File: config.mk
export PLATFORM = sky130hd
export DESIGN_NAME = nxpc_unit
export DESIGN_NICKNAME = d
export VERILOG_FILES = /design/src/rtl/nxpc_pkg.sv /design/src/rtl/nxpc_cond.sv /design/src/rtl/nxpc_addr.sv /design/src/rtl/nxpc_unit.sv
export SDC_FILE = /design/constraint.sdc
export NUM_CORES = 1
export LEC_CHECK = 0
export BUFFER_PORTS_ARGS = -buffer_cell sky130_fd_sc_hd__buf_2
export CAP_MARGIN = 10
export CORE_ASPECT_RATIO = 0.5
export CORE_UTILIZATION = 50
export DETAILED_ROUTE_END_ITERATION = 6
export GPL_TIMING_DRIVEN = 0
export PLACE_DENSITY = 0.8
export RECOVER_POWER = 100
export SLEW_MARGIN = 30
export SYNTH_ARGS = -nofsm -noshare
export SYNTH_HDL_FRONTEND = slang
export SYNTH_SLANG_ARGS = --single-unit
File: constraint.sdc
create_clock -name clk -period 4.43 [get_ports clk]
set_input_delay 0.886 -clock clk [delete_from_list [all_inputs] [get_ports clk]]
set_output_delay 0.886 -clock clk [all_outputs]
set_load 0.02 [all_outputs]
File: src/rtl/nxpc_pkg.sv
package nxpc_pkg;

  typedef enum logic [2:0] {
    OP_SEQ    = 3'd0,
    OP_FLAG   = 3'd1,
    OP_SIGNED = 3'd2,
    OP_SKIP   = 3'd3,
    OP_JUMP   = 3'd4
  } flow_op_e;

  // status bit positions used by the signed comparison
  localparam int unsigned BIT_NEG = 2;
  localparam int unsigned BIT_OVF = 3;

  // which candidate address is selected
  typedef enum logic [1:0] {
    STEP_ONE   = 2'd0,
    STEP_TWO   = 2'd1,
    STEP_THREE = 2'd2,
    STEP_REL   = 2'd3
  } step_e;

  typedef struct packed {
    logic       hit;
    logic [1:0] cyc;
    step_e      step;
  } outcome_t;

endpackage

File: src/rtl/nxpc_cond.sv
module nxpc_cond
  import nxpc_pkg::*;
#(
  parameter int SREG_W = 8,
  localparam int SEL_W = (SREG_W > 1) ? $clog2(SREG_W) : 1
) (
  input  logic [2:0]        op,
  input  logic [SREG_W-1:0] status,
  input  logic [SEL_W-1:0]  flag_sel,
  input  logic              flag_pol,
  input  logic              skip_hit,
  input  logic              skip_two_word,
  output outcome_t          result
);

  logic bit_val;
  logic nv_val;
  logic flag_ok;
  logic sign_ok;

  always_comb begin
    bit_val = status[flag_sel];
    nv_val  = status[BIT_NEG] ^ status[BIT_OVF];
    flag_ok = (bit_val == flag_pol);
    sign_ok = (nv_val == flag_pol);
  end

  always_comb begin
    result.hit  = 1'b0;
    result.cyc  = 2'd1;
    result.step = STEP_ONE;
    case (op)
      3'(OP_FLAG): begin
        result.hit  = flag_ok;
        result.cyc  = flag_ok ? 2'd2 : 2'd1;
        result.step = flag_ok ? STEP_REL : STEP_ONE;
      end
      3'(OP_SIGNED): begin
        result.hit  = sign_ok;
        result.cyc  = sign_ok ? 2'd2 : 2'd1;
        result.step = sign_ok ? STEP_REL : STEP_ONE;
      end
      3'(OP_SKIP): begin
        result.hit = skip_hit;
        if (!skip_hit) begin
          result.cyc  = 2'd1;
          result.step = STEP_ONE;
        end else if (skip_two_word) begin
          result.cyc  = 2'd3;
          result.step = STEP_THREE;
        end else begin
          result.cyc  = 2'd2;
          result.step = STEP_TWO;
        end
      end
      3'(OP_JUMP): begin
        result.hit  = 1'b1;
        result.cyc  = 2'd2;
        result.step = STEP_REL;
      end
      default: begin
        result.hit  = 1'b0;
        result.cyc  = 2'd1;
        result.step = STEP_ONE;
      end
    endcase
  end

endmodule

File: src/rtl/nxpc_addr.sv
module nxpc_addr
  import nxpc_pkg::*;
#(
  parameter int PC_W     = 12,
  parameter int BR_OFF_W = 7,
  localparam int EXT_W   = PC_W - BR_OFF_W,
  localparam int N_SEQ   = 3
) (
  input  logic [2:0]      op,
  input  logic [PC_W-1:0] cur_pc,
  input  logic [PC_W-1:0] offset,
  input  step_e           step,
  output logic [PC_W-1:0] addr
);

  logic [PC_W-1:0] br_disp;
  logic [PC_W-1:0] disp;
  logic [PC_W-1:0] rel_addr;
  logic [PC_W-1:0] seq_addr [N_SEQ];

  // branch displacement: sign-extend the short field, or keep it if it fills the PC
  generate
    if (EXT_W > 0) begin : g_sext
      assign br_disp = {{EXT_W{offset[BR_OFF_W-1]}}, offset[BR_OFF_W-1:0]};
    end else begin : g_full
      assign br_disp = offset;
    end
  endgenerate

  // sequential candidates cur_pc+1 .. cur_pc+N_SEQ, all in parallel
  generate
    for (genvar i = 0; i < N_SEQ; i++) begin : g_seq
      assign seq_addr[i] = cur_pc + PC_W'(i + 1);
    end
  endgenerate

  always_comb begin
    disp     = (op == 3'(OP_JUMP)) ? offset : br_disp;
    rel_addr = cur_pc + disp + PC_W'(1);
  end

  always_comb begin
    case (step)
      STEP_ONE:   addr = seq_addr[0];
      STEP_TWO:   addr = seq_addr[1];
      STEP_THREE: addr = seq_addr[2];
      default:    addr = rel_addr;
    endcase
  end

endmodule

File: src/rtl/nxpc_unit.sv
module nxpc_unit
  import nxpc_pkg::*;
#(
  parameter int PC_W     = 12,
  parameter int BR_OFF_W = 7,
  parameter int SREG_W   = 8,
  localparam int SEL_W   = (SREG_W > 1) ? $clog2(SREG_W) : 1
) (
  input  logic              clk,
  input  logic              rst,
  input  logic              req_valid,
  input  logic [2:0]        req_op,
  input  logic [PC_W-1:0]   cur_pc,
  input  logic [SREG_W-1:0] status,
  input  logic [SEL_W-1:0]  flag_sel,
  input  logic              flag_pol,
  input  logic [PC_W-1:0]   offset,
  input  logic              skip_hit,
  input  logic              skip_two_word,
  output logic              out_valid,
  output logic [PC_W-1:0]   next_pc,
  output logic              taken,
  output logic [1:0]        cycles
);

  outcome_t        outc;
  logic [PC_W-1:0] addr;

  nxpc_cond #(.SREG_W(SREG_W)) i_cond (
    .op            (req_op),
    .status        (status),
    .flag_sel      (flag_sel),
    .flag_pol      (flag_pol),
    .skip_hit      (skip_hit),
    .skip_two_word (skip_two_word),
    .result        (outc)
  );

  nxpc_addr #(.PC_W(PC_W), .BR_OFF_W(BR_OFF_W)) i_addr (
    .op     (req_op),
    .cur_pc (cur_pc),
    .offset (offset),
    .step   (outc.step),
    .addr   (addr)
  );

  always_ff @(posedge clk) begin
    if (rst) begin
      out_valid <= 1'b0;
      next_pc   <= '0;
      taken     <= 1'b0;
      cycles    <= 2'd0;
    end else begin
      out_valid <= req_valid;
      if (req_valid) begin
        next_pc <= addr;
        taken   <= outc.hit;
        cycles  <= outc.cyc;
      end
    end
  end

endmodule

==> metrics.cfg <==
[clock_network]
cts_tree = yes
cts_buffers = 3
cts_setup_buffers = 0
cts_root_buffer = clkbuf_8
clock_path_buffers = 2
clk_pin_slew_ns = 0.06
hold_buffers = 0
insertion_delay_ns = 0.25
clock_sinks = 15
h-tree-depth = 1
ctsResizeCount = 0

[setup_path]
crit-reg2reg-launch = next_pc[4]
cp-end-kind = register
crit_required_ns = 4.54
worstPathCellList = clkbuf_1, nor3b_1, nor2b_1, a21o_1, ha_1, o21a_1, o21ai_0, nor3b_1, mux2_2, o21ai_0, a311oi_1
critPathTopFamily = simple AND/OR/NAND/NOR gates
crit_fanout = 7
crit_slowest_cell = nor3b_1
critPathLaunchType = input pin
critPathBufInv = 1
startpoint = req_op[2]
slowest_delay_ns = 0.77
critPathArrivalTime_ns = 3.88
crit_type = input pin to register

[logic_synthesis]
ys_warn_count = 0
netlist_area_sq_mm = 0.00173
postSynth.asyncResetShare = 0
yosysUniqueCellTypes = 46
yosysSeqAreaShare = 0.173
synth.net_count = 285
yosysTopAreaCell = dfxtp_1
synth_area_per_cell_sq_um = 7.67
synthTopCellsByArea = dfxtp_1 17%, ha_1 9.4%, xnor2_1 9.1%, nor2_1 6.7%, a21oi_1 4.0%
syn_inst = 226
synth.ff_latch_count = 15
synth_edf_count = 0
ys.flop_type = dfxtp_1
synth_top_area_share = 0.173

[floorplanning]
die-width_microns = 85.3
fp-row-count = 14
die_h_microns = 43.6
coreArea_sq_mm = 0.00315
ioPinCount = 60
dieArea_sq_mm = 0.00372
start_util = 0.550

[power]
power_switching_mw = 0.184
comb_power_share = 0.451
seqPwrFrac = 0.317
switching_share = 0.381
p_leak_nw = 0.901
power.density_mw_per_mm2 = 232
intPower_mw = 0.299
p_total_mw = 0.483
clkPwrFrac = 0.232
vdd_drop_max_mv = 0.0797

[sta]
final-max-slew-violation-count = 0
fin_crit_sh = 0.851
hold_violations = 0
relSlewSlack = 0.403
fin_crit_ns = 3.77
setup_viol = 0
clock.fmax_ghz = 0.265
rsz0062_at_grt = false
worst_pin_slew_ns = 0.894
fin_setup_tns_ns = 0
fin_worst_skew_ns = 0

[route]
via_count = 1949
drt_iter0_drc = 170
vias_per_cell = 5.94
totalWireLength_microns = 4920
ant_nets = 0
wire_per_inst_microns = 15.0
drc_errors = 0
drt_pass1_iterations = 5

[placement]
placed_cells = 324
place_area_sq_mm = 0.00207
hpwl_microns = 3980
gp_congestion = 0.908
portBuffers = 58

[grt]
grt_usage = 0.275
grt_antenna_before_repair = 0
grt_max_degree = 11
globalRouteOverflowTotal = 0
grt_pass1_vias = 1693
grt_pass1_wl_microns = 7850

[finish]
stdcell_area_sq_mm = 0.00208
area_growth_syn_to_layout_pct = 20.1
antenna_cells = 0
final_nets = 348
drive_above_1_share = 0.167
instances_no_fill = 328

[job]
drv_cap = 0

[status]
outcome = complete, no violations

[worst_hold_path]
hp-class = register to register
min_from = cycles[0]

cell type report:
| class | instances | area (sq um) |
|---|---|---|
| sequential | 15 | 300 |
| timing repair buffer | 58 | 268 |
| buffer | 9 | 37.5 |
| fill | 288 | 1070 |
| tap | 40 | 50.0 |
| inverter | 7 | 26.3 |
| clock buffer | 3 | 41.3 |
| multi-input combinational | 195 | 1350 |
| clock inverter | 1 | 5.00 |
power by group through the flow:
| stage | Clock (mW) | Combinational, mW | Sequential (mW) |
|---|---|---|---|
| after detailed placement | 0 | 0.221 | 0.156 |
| after floorplan | 0 | 0.132 | 0.170 |
| final | 0.112 | 0.218 | 0.153 |
| after global placement | 0 | 0.215 | 0.155 |
| after global routing | 0.118 | 0.241 | 0.154 |
| after CTS | 0.113 | 0.222 | 0.153 |
kinds of logic (layout without fill, tap and decap cells):
family | Yosys count | after routing | share of synthesized area
AND/OR/NAND/NOR | 85 | 85 | 0.240
AO/OA/AOI/OAI | 62 | 62 | 0.235
XOR/XNOR | 26 | 26 | 0.131
buffers and inverters | 16 | 78 | 0.0433
adder cells (fa/ha/maj) | 15 | 15 | 0.117
flip-flops | 15 | 15 | 0.173
multiplexers | 7 | 7 | 0.0599
worst min-delay path, stage by stage, from the launching register on:
cell and delay (ns):
dfxtp_1 0.31, nand2_1 0.06, a21oi_1 0.06
final timing paths:
| check | end | slack [ns] | cells past startpoint |
|---|---|---|---|
| worst max-delay path | next_pc[10] | 0.66 | 11 |
| worst min-delay path | cycles[0] | 0.48 | 2 |
| worst max register to register | next_pc[4] | 3.51 | 3 |
| worst min register to register | cycles[0] | 0.48 | 2 |
flip-flops by register name (all words and copies together), names as in the netlist:
signal and flops:
next_pc 12, cycles 1, out_valid 1, taken 1
cell usage in the layout, fill, tap and decap left out, types with 4 or more instances in the layout:
master    instances
clkbuf_1         26
nor3_1            8
nand3_1           7
xor2_1            8
nor2_1           31
a311oi_1          5
a211oi_1          5
a21oi_1          14
inv_1             7
ha_1             13
dfxtp_1          15
a31oi_1           4
xnor2_1          18
a21o_1            6
o21ai_0          14
nand2_1          18
mux2i_1           4
buf_2            40
cells in the mapped netlist (3+ instances only):
cell and count:
nand3_1 7, ha_1 13, nand2_1 18, xor2_1 8, o21ai_0 14, nor3b_1 3, mux2i_1 4, o211ai_1 3
dfxtp_1 15, a31oi_1 4, a21oi_1 14, a311oi_1 5, nor2_1 31, clkbuf_1 6, a211oi_1 5, nand2b_1 3
a21o_1 6, xnor2_1 18, inv_1 7, nor3_1 8
stage by stage:
stage / hold slack, ns / setup slack, ns / utilization
6_report: 0.478 / 0.660 / 0.660
5_1_grt: 0.505 / 0.468 / 0.660
4_1_cts: 0.473 / 0.824 / 0.672
3_5_place_dp: 0.461 / 0.556 / 0.658
3_3_place_gp: 0.459 / 0.614 / 0.658
2_1_floorplan: 0.542 / 1.49 / -
layer usage:
metal / part of all wire / track usage / vias up
li1: - / - / 955
met1: 0.48 / 0.410 / 883
met2: 0.42 / 0.439 / 104
met3: 0.090 / 0.0248 / 7
met4: 0.011 / 0.0567 / 0
met5: 0 / 0 / -
Power figures use the tool's default switching activity.
